File: src/rtl/bus_addr_counter_pkg.sv
package bus_addr_counter_pkg;
  typedef struct packed {
    logic clr;
    logic load;
    logic incBlock;
    logic incPage;
  } ctrlStrobes_t;
endpackage

File: src/rtl/bus_addr_counter_ctrl.sv
module bus_addr_counter_ctrl
  import bus_addr_counter_pkg::*;
(
  input  logic         clearStb,
  input  logic         loadStb,
  input  logic         incStb,
  input  logic         pageMode,
  output ctrlStrobes_t strobes
);
  // Priority: clear, then load, then increment
  always_comb begin
    strobes          = '0;
    strobes.clr      = clearStb;
    strobes.load     = !clearStb && loadStb;
    strobes.incBlock = !clearStb && !loadStb && incStb && !pageMode;
    strobes.incPage  = !clearStb && !loadStb && incStb && pageMode;
  end
endmodule

File: src/rtl/bus_addr_counter_dp.sv
module bus_addr_counter_dp
  import bus_addr_counter_pkg::*;
#(
  parameter int ADDR_W     = 24,
  parameter int BLOCK_LOG2 = 8,
  parameter int PAGE_LOG2  = 8,
  localparam int NUM_BYTES = ADDR_W / 8,
  localparam int SEL_W     = (NUM_BYTES > 1) ? $clog2(NUM_BYTES + 1) : 1
) (
  input  logic                 clk,
  input  logic                 rstN,
  input  ctrlStrobes_t         strobes,
  input  logic [7:0]           busData,
  input  logic [SEL_W-1:0]     byteSel,
  input  logic                 pageMode,
  input  logic [PAGE_LOG2-1:0] hostLow,
  output logic [ADDR_W-1:0]    countQ,
  output logic [ADDR_W-1:0]    addrOut
);
  localparam logic [ADDR_W-1:0] BLOCK_MASK = ADDR_W'((64'(1) << BLOCK_LOG2) - 64'(1));
  localparam logic [ADDR_W-1:0] PAGE_STEP  = ADDR_W'(64'(1) << PAGE_LOG2);

  logic [ADDR_W-1:0] blockNext;
  logic [ADDR_W-1:0] pageNext;
  logic [ADDR_W-1:0] loadNext;

  assign blockNext = (countQ & ~BLOCK_MASK) | ((countQ + 1'b1) & BLOCK_MASK);
  assign pageNext  = countQ + PAGE_STEP;

  // One byte lane per address byte; only the addressed lane takes the bus
  for (genvar i = 0; i < NUM_BYTES; i++) begin : g_lane
    always_comb begin
      if (byteSel == SEL_W'(i)) loadNext[i*8 +: 8] = busData;
      else                      loadNext[i*8 +: 8] = countQ[i*8 +: 8];
    end
  end

  always_ff @(posedge clk or negedge rstN) begin
    if (!rstN)                 countQ <= '0;
    else if (strobes.clr)      countQ <= '0;
    else if (strobes.load)     countQ <= loadNext;
    else if (strobes.incBlock) countQ <= blockNext;
    else if (strobes.incPage)  countQ <= pageNext;
  end

  always_comb begin
    if (pageMode) addrOut = {countQ[ADDR_W-1:PAGE_LOG2], hostLow};
    else          addrOut = countQ;
  end
endmodule

File: src/rtl/bus_addr_counter.sv
module bus_addr_counter
  import bus_addr_counter_pkg::*;
#(
  parameter int ADDR_W     = 24,
  parameter int BLOCK_LOG2 = 8,
  parameter int PAGE_LOG2  = 8,
  localparam int NUM_BYTES = ADDR_W / 8,
  localparam int SEL_W     = (NUM_BYTES > 1) ? $clog2(NUM_BYTES + 1) : 1
) (
  input  logic                 clk,
  input  logic                 rstN,
  input  logic [7:0]           busData,
  input  logic                 loadStb,
  input  logic [SEL_W-1:0]     byteSel,
  input  logic                 incStb,
  input  logic                 clearStb,
  input  logic                 pageMode,
  input  logic [PAGE_LOG2-1:0] hostLow,
  output logic [ADDR_W-1:0]    addrOut
);
  ctrlStrobes_t      strobes;
  logic [ADDR_W-1:0] countQ;

  bus_addr_counter_ctrl u_ctrl (
    .clearStb (clearStb),
    .loadStb  (loadStb),
    .incStb   (incStb),
    .pageMode (pageMode),
    .strobes  (strobes)
  );

  bus_addr_counter_dp #(
    .ADDR_W     (ADDR_W),
    .BLOCK_LOG2 (BLOCK_LOG2),
    .PAGE_LOG2  (PAGE_LOG2)
  ) u_dp (
    .clk      (clk),
    .rstN     (rstN),
    .strobes  (strobes),
    .busData  (busData),
    .byteSel  (byteSel),
    .pageMode (pageMode),
    .hostLow  (hostLow),
    .countQ   (countQ),
    .addrOut  (addrOut)
  );
endmodule

File: config.mk
export PLATFORM = sky130hd
export DESIGN_NAME = bus_addr_counter
export DESIGN_NICKNAME = d
export VERILOG_FILES = /design/src/rtl/bus_addr_counter_pkg.sv /design/src/rtl/bus_addr_counter_ctrl.sv /design/src/rtl/bus_addr_counter_dp.sv /design/src/rtl/bus_addr_counter.sv
export SDC_FILE = /design/constraint.sdc
export NUM_CORES = 1
export LEC_CHECK = 0
export ABC_AREA = 1
export BUFFER_PORTS_ARGS = -buffer_cell sky130_fd_sc_hd__buf_4
export CORE_ASPECT_RATIO = 0.7
export CORE_MARGIN = 2
export CORE_UTILIZATION = 35
export CTS_CLUSTER_SIZE = 14
export DETAILED_ROUTE_END_ITERATION = 12
export PLACE_DENSITY = 0.52
export SLEW_MARGIN = 15
export SYNTH_ARGS = -nofsm -noshare
export SYNTH_HDL_FRONTEND = slang
export SYNTH_SLANG_ARGS = --single-unit
File: constraint.sdc
create_clock -name clk -period 1.8 [get_ports clk]
set_input_delay 0.09 -clock clk [delete_from_list [all_inputs] [get_ports clk]]
set_output_delay 0.09 -clock clk [all_outputs]
set_load 0.01 [all_outputs]
==> flow_metrics.py <==
metrics = {
    "timing": {
        "fin_worst_skew_ns": 0.006240,
        "maxSlewHeadroom_pct": 65.02,
        "slew_viol_final": 0,
        "worst_pin_slew_ns": 0.5241,
        "max_freq_ghz": 0.6237,
        "setup_viol": 0,
        "hold_viol": 0,
        "setup_tns_ns": 0,
        "rsz0062_at_grt": "no",
        "finalCritPeriodShare_pct": 89.07,
        "period_needed_ns": 1.603,
    },
    "die": {
        "fp-row-count": 22,
        "initial_core_util_pct": 36.88,
        "io_pins": 48,
        "die-area_um2": 6222,
        "die_w_um": 93.43,
        "fp.dieH_um": 66.60,
        "core_um2": 5313,
    },
    "global_route": {
        "grt_pass1_vias": 1880,
        "grt_max_degree": 25,
        "antenna_found_initial": 0,
        "grt_pass1_wl_um": 9549,
        "grt_use_total_pct": 20.14,
        "grt-ovfl-total": 0,
    },
    "final_layout": {
        "top_regs": "u_dp.countQ: 24 flops",
        "layout_common_cells": "98 x nand2_1, 52 x buf_4, 31 x o21ai_0, 30 x inv_1, 30 x nor2_1",
        "drive_above_1_share_pct": 20.87,
        "final_common_cell": "nand2_1",
        "layout.nets": 372,
        "largest_reg_flops": 24,
        "antenna_cells": 0,
        "syn_to_final_growth_pct": 19.99,
        "largest-register": "u_dp.countQ",
    },
    "synth": {
        "synth_warnings": 0,
        "postSynthAreaPerCell_um2": 6.280,
        "ys_types": 29,
        "seq_area_frac_synth_pct": 30.65,
        "synthesis.area_um2": 1959,
        "synth_seq_cells": 24,
        "syn_inst": 312,
        "syn-num-nets": 338,
    },
    "placed_design": {
        "gp_congestion": 0.8329,
        "portBuffers": 47,
        "dp_hpwl_um": 4516,
    },
    "routing": {
        "drt_first_pass_iters": 4,
        "detail-route-antenna-nets": 0,
        "vias": 2047,
        "vias_per_cell": 4.909,
        "wl_um": 5852,
        "drc": 0,
        "wire_per_inst_um": 14.03,
        "drt_iter0_drc": 150,
    },
    "worst_hold_path": {
        "worstHoldPathType": "in2reg",
    },
    "clock_tree": {
        "clock_sinks": 24,
        "cts_tree": "built",
        "clk_latency_ns": 0.28,
        "cts-root-buf": "clkbuf_8",
        "post-cts-setup-buffer-count": 0,
        "numCtsBuffers": 3,
        "clockBufferDepth": 2,
        "cts-htree-levels": 1,
        "clk_pin_slew_ns": 0.10,
    },
    "worst_setup_path": {
        "crit_arrival_ns": 1.77,
        "start_kind": "flop",
        "cp_data_required_time_ns": 1.97,
        "crit_path_end_kind": "flop",
        "cp_max_fo": 5,
        "path_class": "reg2reg",
    },
    "pwr": {
        "vdd_ir_drop_max_mv": 0.2889,
        "powerDensity_nw_per_um2": 670.9,
        "power_mw": 1.577,
        "leakage_nw": 1.223,
    },
    "job": {
        "cap_violations": 0,
    },
    "status": {
        "status": "completed",
    },
}
## logic make-up after synthesis
logic type	count (synthesis)	synth area share, %
compound gates	65	17.75
xor+xnor	2	0.8942
fa+ha+maj	2	1.277
buf+inv	61	15.77
flops	24	30.65
simple gates	158	33.65
## final timing paths
check,cells past startpoint,endpoint,startpoint,slack [ns]
max in group asynchronous,2,u_dp.countQ[18],rstN,1.29
min in group asynchronous,2,u_dp.countQ[22],rstN,0.25
max reg2reg,10,u_dp.countQ[18],u_dp.countQ[9],0.20
max,10,u_dp.countQ[18],u_dp.countQ[9],0.20
min,4,u_dp.countQ[9],clearStb,0.21
min reg2reg,2,u_dp.countQ[7],u_dp.countQ[7],0.54
## Yosys cell counts
| cell | number | area share [%] |
|---|---|---|
| a21oi_1 | 21 | 5.4 |
| a21oi_2 | 1 | 0.45 |
| a31oi_1 | 1 | 0.32 |
| buf_2 | 4 | 1.0 |
| buf_4 | 18 | 6.9 |
| buf_6 | 1 | 0.57 |
| clkbuf_1 | 1 | 0.19 |
| dfrtp_1 | 24 | 31 |
| ha_1 | 2 | 1.3 |
| inv_1 | 30 | 5.7 |
| inv_2 | 7 | 1.3 |
| nand2_1 | 98 | 19 |
| nand2_2 | 2 | 0.64 |
| nand3_1 | 19 | 4.9 |
| nand3_4 | 1 | 0.89 |
| nand4_1 | 4 | 1.3 |
| nor2_1 | 30 | 5.7 |
| nor2_2 | 1 | 0.32 |
| nor2_4 | 1 | 0.57 |
| nor3_1 | 1 | 0.26 |
| o21ai_0 | 31 | 7.9 |
| o21ai_1 | 6 | 1.5 |
| o21ai_2 | 1 | 0.45 |
| o21bai_1 | 2 | 0.77 |
| o22ai_1 | 1 | 0.32 |
| o22ai_2 | 1 | 0.64 |
| or2_2 | 1 | 0.32 |
| xnor2_1 | 1 | 0.45 |
| xor2_1 | 1 | 0.45 |
## per-layer routing
| layer | GRT usage, % | vias up | share of wire (%) |
|---|---|---|---|
| met3 | 4.412 | 6 | 7.5 |
| li1 | - | 1052 | - |
| met5 | 0 | - | 0 |
| met2 | 29.05 | 69 | 41 |
| met4 | 4.044 | 0 | 0.65 |
| met1 | 30.49 | 920 | 51 |
## final cells by class
cell class | count | area, µm²
clock buffers | 3 | 41.29
multi-input cells | 227 | 1050
clock inverters | 1 | 30.03
flip-flops and latches | 24 | 600.6
repair buffers | 53 | 400.4
well taps | 72 | 90.09
inverters | 37 | 138.9
fillers | 565 | 2962
## power by group
| group | total (mW) | switching [mW] | internal [mW] |
|---|---|---|---|
| Sequential | 0.649 | 0.0624 | 0.587 |
| Clock | 0.502 | 0.204 | 0.298 |
| Combinational | 0.426 | 0.240 | 0.186 |
| Total | 1.58 | 0.507 | 1.07 |
## per-stage QoR
stage | instances | hold slack, ns | instance area (µm²) | setup WS, ns | utilization [%]
global route | 417 | 0.2028 | 2351 | 0.0001326 | 44.25
global placement | 412 | 0.02463 | 2270 | 0.2347 | 42.72
finish | 417 | 0.2088 | 2351 | 0.1967 | 44.25
floorplan | 312 | -0.2056 | 1959 | 0.4652 | -
CTS | 417 | 0.1919 | 2351 | 0.1930 | 44.25
detailed placement | 412 | 0.02773 | 2270 | 0.2027 | 42.72
## critical path, stage by stage (launching register included)
cell and delay [ns]:
dfrtp_1 0.43, ha_1 0.23, nand3_1 0.16, inv_1 0.13, nand2_1 0.08, inv_1 0.07, nand2_1 0.05, nand2_1 0.06
nand2_1 0.07, o21ai_0 0.16, nand2_1 0.06
## what timing repair did
item | in CTS | in global routing
resized for setup | 0 | 0
hold endpoints to repair | 24 | 0
hold buffers | 1 | 0
Note: power is estimated with default switching activity, not from simulation.
